**src/rtl/pfc_pkg.sv**
```systemverilog
package pfc_pkg;
  typedef enum logic [1:0] {
    ST_IDLE  = 2'd0,
    ST_FETCH = 2'd1,
    ST_READY = 2'd2,
    ST_DRAIN = 2'd3
  } pfc_state_e;
endpackage

```
**src/rtl/pfc_word_store.sv**
```systemverilog
module pfc_word_store #(
  parameter int DATA_W = 32,
  parameter int DEPTH  = 8,
  parameter int IDX_W  = 3
) (
  input  logic              clk,
  input  logic              wr_en,
  input  logic [IDX_W-1:0]  wr_idx,
  input  logic [DATA_W-1:0] wr_data,
  input  logic [IDX_W-1:0]  rd_idx,
  output logic [DATA_W-1:0] rd_data
);
  logic [DATA_W-1:0] slot_q [DEPTH];

  for (genvar i = 0; i < DEPTH; i++) begin : g_slot
    always_ff @(posedge clk) begin
      if (wr_en && (wr_idx == IDX_W'(i))) slot_q[i] <= wr_data;
    end
  end

  assign rd_data = slot_q[rd_idx];
endmodule

```
**src/rtl/pfc_fetch_track.sv**
```systemverilog
module pfc_fetch_track #(
  parameter int ADDR_W = 16,
  parameter int CNT_W  = 4
) (
  input  logic              clk,
  input  logic              rst_n,
  input  logic              launch,
  input  logic [ADDR_W-1:0] launch_addr,
  input  logic [CNT_W-1:0]  launch_len,
  input  logic              req_ready,
  input  logic              rsp_take,
  output logic              req_valid,
  output logic [ADDR_W-1:0] req_addr,
  output logic [CNT_W-1:0]  req_len,
  output logic [CNT_W-1:0]  got,
  output logic              complete
);
  logic              pend_q;
  logic [ADDR_W-1:0] addr_q;
  logic [CNT_W-1:0]  len_q;
  logic [CNT_W-1:0]  got_q;

  always_ff @(posedge clk or negedge rst_n) begin
    if (!rst_n) begin
      pend_q <= 1'b0;
      addr_q <= '0;
      len_q  <= '0;
      got_q  <= '0;
    end else if (launch) begin
      pend_q <= 1'b1;
      addr_q <= launch_addr;
      len_q  <= launch_len;
      got_q  <= '0;
    end else begin
      if (pend_q && req_ready) pend_q <= 1'b0;
      if (rsp_take) got_q <= got_q + 1'b1;
    end
  end

  assign req_valid = pend_q;
  assign req_addr  = addr_q;
  assign req_len   = len_q;
  assign got       = got_q;
  assign complete  = (got_q == len_q);
endmodule

```
**src/rtl/pfc_beat_judge.sv**
```systemverilog
module pfc_beat_judge #(
  parameter int ADDR_W = 16,
  parameter int CNT_W  = 4
) (
  input  logic              serving,
  input  logic              beat,
  input  logic              cyc,
  input  logic [ADDR_W-1:0] adr,
  input  logic [ADDR_W-1:0] base,
  input  logic [CNT_W-1:0]  rdx,
  input  logic [CNT_W-1:0]  got,
  input  logic [CNT_W-1:0]  len,
  output logic              hit,
  output logic              stray,
  output logic              overrun,
  output logic              finish
);
  logic [ADDR_W-1:0] want_adr;
  logic              adr_ok;
  logic              word_in;

  assign want_adr = base + ADDR_W'(rdx);
  assign adr_ok   = (adr == want_adr);
  assign word_in  = (rdx < got);

  assign hit     = serving && beat && adr_ok && word_in;
  assign overrun = serving && beat && adr_ok && !word_in && (rdx >= len);
  assign stray   = serving && beat && !adr_ok;
  assign finish  = serving && !cyc && (rdx != '0);
endmodule

```
**src/rtl/rd_prefetch_ctrl.sv**
```systemverilog
module rd_prefetch_ctrl
  import pfc_pkg::*;
#(
  parameter int ADDR_W = 16,
  parameter int DATA_W = 32,
  parameter int DEPTH  = 8,
  localparam int IDX_W = (DEPTH > 1) ? $clog2(DEPTH) : 1,
  localparam int CNT_W = $clog2(DEPTH + 1)
) (
  input  logic              clk,
  input  logic              rst_n,
  input  logic              up_cyc,
  input  logic              up_stb,
  input  logic [ADDR_W-1:0] up_adr,
  input  logic              up_burst,
  output logic              up_ack,
  output logic              up_rty,
  output logic [DATA_W-1:0] up_dat,
  output logic              dn_req_valid,
  input  logic              dn_req_ready,
  output logic [ADDR_W-1:0] dn_req_addr,
  output logic [CNT_W-1:0]  dn_req_len,
  input  logic              dn_rsp_valid,
  output logic              dn_rsp_ready,
  input  logic [DATA_W-1:0] dn_rsp_data
);
  localparam logic [CNT_W-1:0] FULL_LEN = CNT_W'(DEPTH);
  localparam logic [CNT_W-1:0] ONE_LEN  = CNT_W'(1);

  pfc_state_e       state_q, state_d;
  logic [CNT_W-1:0] rdx_q, rdx_d;

  logic             beat, serving, launch, take, last_take;
  logic             hit, stray, overrun, finish;
  logic [CNT_W-1:0] got;
  logic             complete;

  assign beat    = up_cyc && up_stb;
  assign serving = (state_q == ST_FETCH) || (state_q == ST_READY);

  pfc_fetch_track #(.ADDR_W(ADDR_W), .CNT_W(CNT_W)) u_track (
    .clk         (clk),
    .rst_n       (rst_n),
    .launch      (launch),
    .launch_addr (up_adr),
    .launch_len  (up_burst ? FULL_LEN : ONE_LEN),
    .req_ready   (dn_req_ready),
    .rsp_take    (take),
    .req_valid   (dn_req_valid),
    .req_addr    (dn_req_addr),
    .req_len     (dn_req_len),
    .got         (got),
    .complete    (complete)
  );

  pfc_beat_judge #(.ADDR_W(ADDR_W), .CNT_W(CNT_W)) u_judge (
    .serving (serving),
    .beat    (beat),
    .cyc     (up_cyc),
    .adr     (up_adr),
    .base    (dn_req_addr),
    .rdx     (rdx_q),
    .got     (got),
    .len     (dn_req_len),
    .hit     (hit),
    .stray   (stray),
    .overrun (overrun),
    .finish  (finish)
  );

  pfc_word_store #(.DATA_W(DATA_W), .DEPTH(DEPTH), .IDX_W(IDX_W)) u_store (
    .clk     (clk),
    .wr_en   (take && (state_q == ST_FETCH)),
    .wr_idx  (got[IDX_W-1:0]),
    .wr_data (dn_rsp_data),
    .rd_idx  (rdx_q[IDX_W-1:0]),
    .rd_data (up_dat)
  );

  // Words are taken only while the current burst still owes some.
  assign dn_rsp_ready = ((state_q == ST_FETCH) || (state_q == ST_DRAIN)) && !complete;
  assign take         = dn_rsp_valid && dn_rsp_ready;
  assign last_take    = take && (CNT_W'(got + 1'b1) == dn_req_len);

  assign up_ack = hit;
  assign up_rty = beat && !hit;

  always_comb begin
    state_d = state_q;
    rdx_d   = rdx_q;
    launch  = 1'b0;
    unique case (state_q)
      ST_IDLE: begin
        if (beat) begin
          launch  = 1'b1;
          rdx_d   = '0;
          state_d = ST_FETCH;
        end
      end
      ST_FETCH: begin
        if (hit) rdx_d = rdx_q + 1'b1;
        if (stray || overrun || finish) state_d = ST_DRAIN;
        else if (last_take)             state_d = ST_READY;
      end
      ST_READY: begin
        if (hit) rdx_d = rdx_q + 1'b1;
        if (stray || overrun || finish) state_d = ST_IDLE;
      end
      ST_DRAIN: begin
        if (complete && !dn_req_valid) state_d = ST_IDLE;
      end
      default: state_d = ST_IDLE;
    endcase
  end

  always_ff @(posedge clk or negedge rst_n) begin
    if (!rst_n) begin
      state_q <= ST_IDLE;
      rdx_q   <= '0;
    end else begin
      state_q <= state_d;
      rdx_q   <= rdx_d;
    end
  end
endmodule

```
**config.mk**
```make
export PLATFORM = sky130hd
export DESIGN_NAME = rd_prefetch_ctrl
export DESIGN_NICKNAME = d
export VERILOG_FILES = /design/src/rtl/pfc_pkg.sv /design/src/rtl/pfc_word_store.sv /design/src/rtl/pfc_fetch_track.sv /design/src/rtl/pfc_beat_judge.sv /design/src/rtl/rd_prefetch_ctrl.sv
export SDC_FILE = /design/constraint.sdc
export NUM_CORES = 1
export LEC_CHECK = 0
export BUFFER_PORTS_ARGS = -buffer_cell sky130_fd_sc_hd__buf_2
export CAP_MARGIN = 20
export CORE_MARGIN = 3
export CORE_UTILIZATION = 40
export CTS_CLUSTER_SIZE = 30
export DETAILED_ROUTE_END_ITERATION = 10
export SKIP_LAST_GASP = 1
export SYNTH_ARGS = -nofsm -noshare
export SYNTH_HDL_FRONTEND = slang
export SYNTH_SLANG_ARGS = --single-unit
```
**constraint.sdc**
```tcl
create_clock -name clk -period 3.9 [get_ports clk]
set_input_delay 0.585 -clock clk [delete_from_list [all_inputs] [get_ports clk]]
set_output_delay 0.585 -clock clk [all_outputs]
set_load 0.02 [all_outputs]
```
==> results.yml, run 1 <==
global_route:
  grt_pass1_wl_um: 37900
  grt_max_degree: 69
  busiest_layer: "met2"
  use_met1: 0.230
  grt_pass1_vias: 6446
  grt_use_total: 0.157
  use_met2: 0.248
  antenna_found_initial: 2
  use_met3: 0.0285
  grt_overflow: 0
detailed_routing:
  ant_nets: 0
  viasPerCell: 5.16
  drt_pass1_iterations: 4
  wl_um: 24800
  wl_per_cell_um: 20.0
  num_vias: 6393
  drt_iter0_markers: 523
  drc: 0
pwr:
  leakagePower_nw: 5.01
  internal-power_mw: 6.25
  clkPwrFrac: 0.281
  p_sw_frac: 0.326
  power_frac_seq: 0.410
  finalPower_mw: 9.27
  power.density_nw_per_um2: 667
  pwr-share-comb: 0.308
  power_switching_mw: 3.03
  ir_drop_v: 0.000501
timing:
  hold_violations: 0
  slew_headroom: 0.319
  grt_setup_unrepaired: "true"
  setup_slack_ns: -0.111
  fin_crit_ns: 4.01
  timing.fmax_mhz: 249
  timing.setup.tns_ns: -0.138
  tightest_slew_ns: 1.02
  holdWs_ns: 0.0868
  drv_slew: 0
  fin_crit_sh: 1.03
  setup_viol: 2
  skew_ns: 0.0104
cts:
  worstSkewPairLatency_ns: 0.56
  clock-sinks: 285
  htree_levels: 1
  clkTransAtPathRegs_ns: 0.06
  cts_hold_buffers: 0
  cts_made_buffers: 29
  cts_tree: "done"
  clock_path_buffers: 3
  cts_root_buf: "clkbuf_16"
synthesis:
  synth_edf_count: 256
  synth_ff_type: "edfxtp_1"
  synthCells: 703
  synth_cell_types: 51
  synth_seq_cells: 285
  ys_top_cells_by_area: "edfxtp_1, mux4_2, dfrtp_1"
  synthesis.area_um2: 11800
  netlist.area_leader.share: 0.650
  yosysTopAreaCell: "edfxtp_1"
  yosysWarnings: 0
  synth_area_per_cell_um2: 16.8
  ys_top_cells_by_count: "edfxtp_1, nand2_1, mux4_2"
  async_flop_share: 0.102
  yosysMostFrequentCell: "edfxtp_1"
  seq_area_frac_synth: 0.711
setup_path:
  cp_data_arrival_time_ns: 3.43
  cp_max_fo: 2
  critPathKind: "reg2out"
  crit_start: "rdx_q[0]$_DFFE_PN0P_"
  critPathCaptureType: "primary output"
  start_kind: "register"
  r2r_slack_ns: 0.41
  timing.rr.end: "state_q[1]$_DFFE_PN0P_"
  timing.rr.start: "rdx_q[0]$_DFFE_PN0P_"
  required_ns: 3.31
  endpoint: "up_rty"
  r2r_cells: 11
place:
  preCtsSetupSlack_ns: 0.183
  port-buffer-count: 108
  dp.final_hpwl_um: 14300
  place_congestion: 0.805
finish:
  drive_above_1_share: 0.300
  final_nets: 909
  syn2layout_area_growth_pct: 17.5
  diodes: 0
  fillCellCount: 2476
  final_util: 0.480
flow_run:
  cap_viol_max_count: 0
outcome:
  status: "finished with violations"
  violations: "negative setup slack"
floorplanning:
  die_w_um: 178
  coreArea_um2: 28900
  die_height_um: 178
  fp-row-count: 62
  io-pin-count: 111
  die_area_um2: 31700
  start_util: 0.409
worst_hold_path:
  hold_class: "in2async"
-- stage by stage --
stage	cell area (µm²)	std cells
after detailed placement	12900	1183
final	13900	1238
after global placement	12900	1183
after floorplan	11800	704
after global routing	13900	1238
after CTS	13900	1237
-- how the worst min path moves through the flow --
stage,start,to,slack [ns],depth (start not counted)
after detailed placement,u_track.req_addr[2]$_DFFE_PN0P_,u_track.req_addr[2]$_DFFE_PN0P_,0.49,2
final,rst_n,u_track.req_addr[8]$_DFFE_PN0P_,0.09,1
after CTS,rst_n,u_track.req_addr[8]$_DFFE_PN0P_,0.08,1
after floorplan,rst_n,rdx_q[0]$_DFFE_PN0P_,0.29,0
after global routing,rst_n,u_track.req_addr[10]$_DFFE_PN0P_,0.12,1
after global placement,u_track.req_addr[2]$_DFFE_PN0P_,u_track.req_addr[2]$_DFFE_PN0P_,0.49,2
-- cell families after synthesis --
kind of cell	after synthesis	synth area share
AOI/OAI and AO/OA	38	0.0249
DFF	285	0.711
buffers and inverters	42	0.0140
and+or+nand+nor	216	0.0770
other	1	0.000317
adders and majority gates	22	0.0239
muxes	70	0.127
xor gates and xnor gates	29	0.0215
-- power by group through the flow --
stage / registers [mW] / logic [mW] / clock network, mW
6_report: 3.81 / 2.86 / 2.61
3_3_place_gp: 3.85 / 2.83 / 0
2_1_floorplan: 3.92 / 1.88 / 0
4_1_cts: 3.80 / 2.90 / 2.69
3_5_place_dp: 3.86 / 2.84 / 0
5_1_grt: 3.83 / 3.16 / 2.81
-- state kept, by name (all words and copies together) (netlist names) --
name and count:
rdx_q 4, state_q 2, u_store.slot_q 256, u_track.got 4, u_track.req_addr 16, u_track.req_len 2, u_track.req_valid 1
-- per-layer routing --
layer	share of wire	wire (µm)
met4	0.018	451
met2	0.46	11300
met5	0.0011	27
met3	0.053	1320
met1	0.47	11600
-- cells in the final DEF (no fill, tap or decap), drive strengths merged, types with 5 or more instances in the layout --
master	count
xor2	7
ha	21
edfxtp	256
nand3	6
mux4	64
nand4	9
nor2	15
o21ai	7
inv	15
nand2	162
and2	10
and3	5
clkbuf	35
buf	125
dfrtp	29
xnor2	22
a21oi	8
clkinv	13
-- critical path: stages (launching register included) --
cell       delay [ns]
dfrtp_4          0.49
ha_4             0.17
fa_2             0.39
buf_6            0.14
xnor2_2          0.13
xnor2_1          0.12
nor3_1           0.17
nand4_1          0.12
or4_4            0.52
a2111oi_4        0.23
and2_4           0.21
nor2_1           0.04
buf_2            0.16
-- cell type report --
type,count,area (µm²),share of cell area
sequential,285,8420,0.606
tap,384,480,0.0346
multi-input combinational,377,3320,0.239
clock buffer,35,748,0.0538
inverter,14,52.6,0.00378
timing repair buffer,125,732,0.0527
clock inverter,18,148,0.0106
-- timing repair --
| item | in CTS | in global routing |
|---|---|---|
| endpoints found under the setup margin | 6 | 2 |
| pin swaps | 6 | 0 |
| buffers inserted | 1 | 1 |
| gates resized for setup | 12 | 3 |
No activity file was read; power rests on OpenSTA's default activity.
==> run 2, diff against run 1 <==
==> constraint.sdc (replaced) <==
create_clock -name clk -period 4.4 [get_ports clk]
set_input_delay 0.66 -clock clk [delete_from_list [all_inputs] [get_ports clk]]
set_output_delay 0.66 -clock clk [all_outputs]
set_load 0.02 [all_outputs]
==> run 2 against run 1 <==
The flow now finishes without violations. Register-to-register slack improved by 0.36 ns. Non-clock buffer count decreased by 1. Routed wire length increased by 0.99%. Critical path type unchanged. Critical endpoint unchanged. Largest cell class unchanged.
==> results.yml, run 2 (synthesized netlist as in run 1, its figures left out) <==
timing:
  drv_slew: 0
  timing.setup.tns_ns: 0
  fin_crit_sh: 0.954
  fin_crit_ns: 4.20
  skew_ns: 0.0438
  tightest_slew_ns: 1.03
  setup_viol: 0
  slew_headroom: 0.317
  timing.fmax_mhz: 238
  grt_setup_unrepaired: "false"
  hold_violations: 0
cts:
  clock-sinks: 285
  postCtsSetupBuffers: 0
  clkTransAtPathRegs_ns: 0.06
  cts_root_buf: "clkbuf_16"
  htree_levels: 1
  worstSkewPairLatency_ns: 0.58
  clock_path_buffers: 3
  cts_tree: "done"
  cts_made_buffers: 30
finish:
  final_nets: 909
  drive_above_1_share: 0.296
  final_common_cell: "edfxtp_1"
  syn2layout_area_growth_pct: 17.9
  layout.cells.non_filler: 1240
  regMostFlops: "u_store.slot_q"
  diodes: 0
  final_cell_mix: "edfxtp_1, nand2_1, buf_2"
  largest_reg_flops: 256
  fillCellCount: 2452
outcome:
  status: "complete, no violations"
detailed_routing:
  wl_per_cell_um: 20.2
  wl_um: 25000
  drt_pass1_iterations: 5
  drc: 0
  num_vias: 6371
  ant_nets: 0
  drt_iter0_markers: 498
  viasPerCell: 5.14
setup_path:
  crit_buf_inv: 1
  crit_chain: "ha_1 > fa_1 > a211o_2 > o21ai_1 > xnor2_1 > nand4_1 > or4_4 > a2111oi_4 > and2_4 > nor2_1 > buf_2"
  cp_slowest_cell: "or4_4"
  critPathKind: "reg2out"
  cp_data_arrival_time_ns: 3.54
  crit_family: "simple AND/OR/NAND/NOR gates"
  critPathCaptureType: "primary output"
  required_ns: 3.74
  crit_start: "rdx_q[0]$_DFFE_PN0P_"
  timing.rr.start: "rdx_q[0]$_DFFE_PN0P_"
  cp_max_fo: 5
  max_stage_delay_ns: 0.55
  start_kind: "register"
pwr:
  internal-power_mw: 5.77
  leakagePower_nw: 5.06
  ir_drop_v: 0.000349
  pwr-share-comb: 0.292
  power_frac_seq: 0.397
  clkPwrFrac: 0.312
  p_sw_frac: 0.319
  power_switching_mw: 2.71
  power.density_nw_per_um2: 608
global_route:
  grt_pass1_wl_um: 38300
  grt_pass1_vias: 6514
  grt_use_total: 0.159
  grt_overflow: 0
  antenna_found_initial: 2
  grt_max_degree: 46
floorplanning:
  die_height_um: 178
  die_area_um2: 31700
  io-pin-count: 111
  coreArea_um2: 28900
  die_w_um: 178
  start_util: 0.409
  fp-row-count: 62
place:
  dp.final_hpwl_um: 14800
  port-buffer-count: 108
  place_congestion: 0.806
  dp_cells: 1183
worst_hold_path:
  hold_class: "in2async"
flow_run:
  cap_viol_max_count: 0
-- run 2: cell count changes in the layout (fill, tap and decap cells not counted), sizes merged --
cell	previous run	this run
clkinvlp	2	3
clkinv	13	11
bufinv	2	6
buf	125	124
-- run 2: power by group through the flow --
stage	clock network, mW	registers, mW	logic [mW]
finish	2.64	3.36	2.47
global route	2.82	3.39	2.73
CTS	2.72	3.36	2.52
detailed placement	0	3.42	2.51
global placement	0	3.41	2.50
floorplan	0	3.47	1.67
-- run 2: metrics by stage --
step / setup WS [ns] / instance area [µm²] / power (mW) / util / hold WS, ns
after floorplan: 0.524 / 11800 / 5.14 / - / 0.364
after global placement: 0.618 / 12900 / 5.91 / 0.445 / 0.486
after detailed placement: 0.608 / 12900 / 5.93 / 0.445 / 0.504
after CTS: 0.0255 / 13900 / 8.60 / 0.481 / 0.178
after global routing: 0.0332 / 13900 / 8.94 / 0.482 / 0.202
final: 0.203 / 13900 / 8.48 / 0.482 / 0.157
-- run 2: path summary, 6_finish.rpt --
| path | end | slack [ns] | cells after the start |
|---|---|---|---|
| min | u_track.req_addr[13]$_DFFE_PN0P_ | 0.16 | 1 |
| max in group asynchronous | rdx_q[0]$_DFFE_PN0P_ | 3.73 | 1 |
| min in group clk | u_track.req_valid$_DFFE_PN0P_ | 0.32 | 2 |
| max reg2reg | state_q[1]$_DFFE_PN0P_ | 0.77 | 10 |
| max | up_rty | 0.20 | 11 |
| min reg2reg | u_track.req_addr[2]$_DFFE_PN0P_ | 0.51 | 2 |
-- run 2: cell type report --
cell class | instances | area, µm² | area share
tap | 384 | 480 | 0.0344
inverter | 14 | 52.6 | 0.00377
multi-input combinational | 377 | 3260 | 0.234
sequential | 285 | 8420 | 0.604
timing repair buffer | 124 | 681 | 0.0488
clock buffer | 35 | 769 | 0.0552
clock inverter | 21 | 283 | 0.0203
-- run 2: timing repair --
action / in CTS / in global routing
hold buffers: 0 / 0
resized for setup: 0 / 1
setup endpoints to repair: 0 / 2
-- run 2: per-layer routing --
layer | track usage | vias up | part of all wire
met5 | 0 | - | 0.0011
met4 | 0.0350 | 4 | 0.020
met3 | 0.0347 | 35 | 0.061
met2 | 0.250 | 174 | 0.46
met1 | 0.229 | 3210 | 0.46
li1 | - | 2948 | -
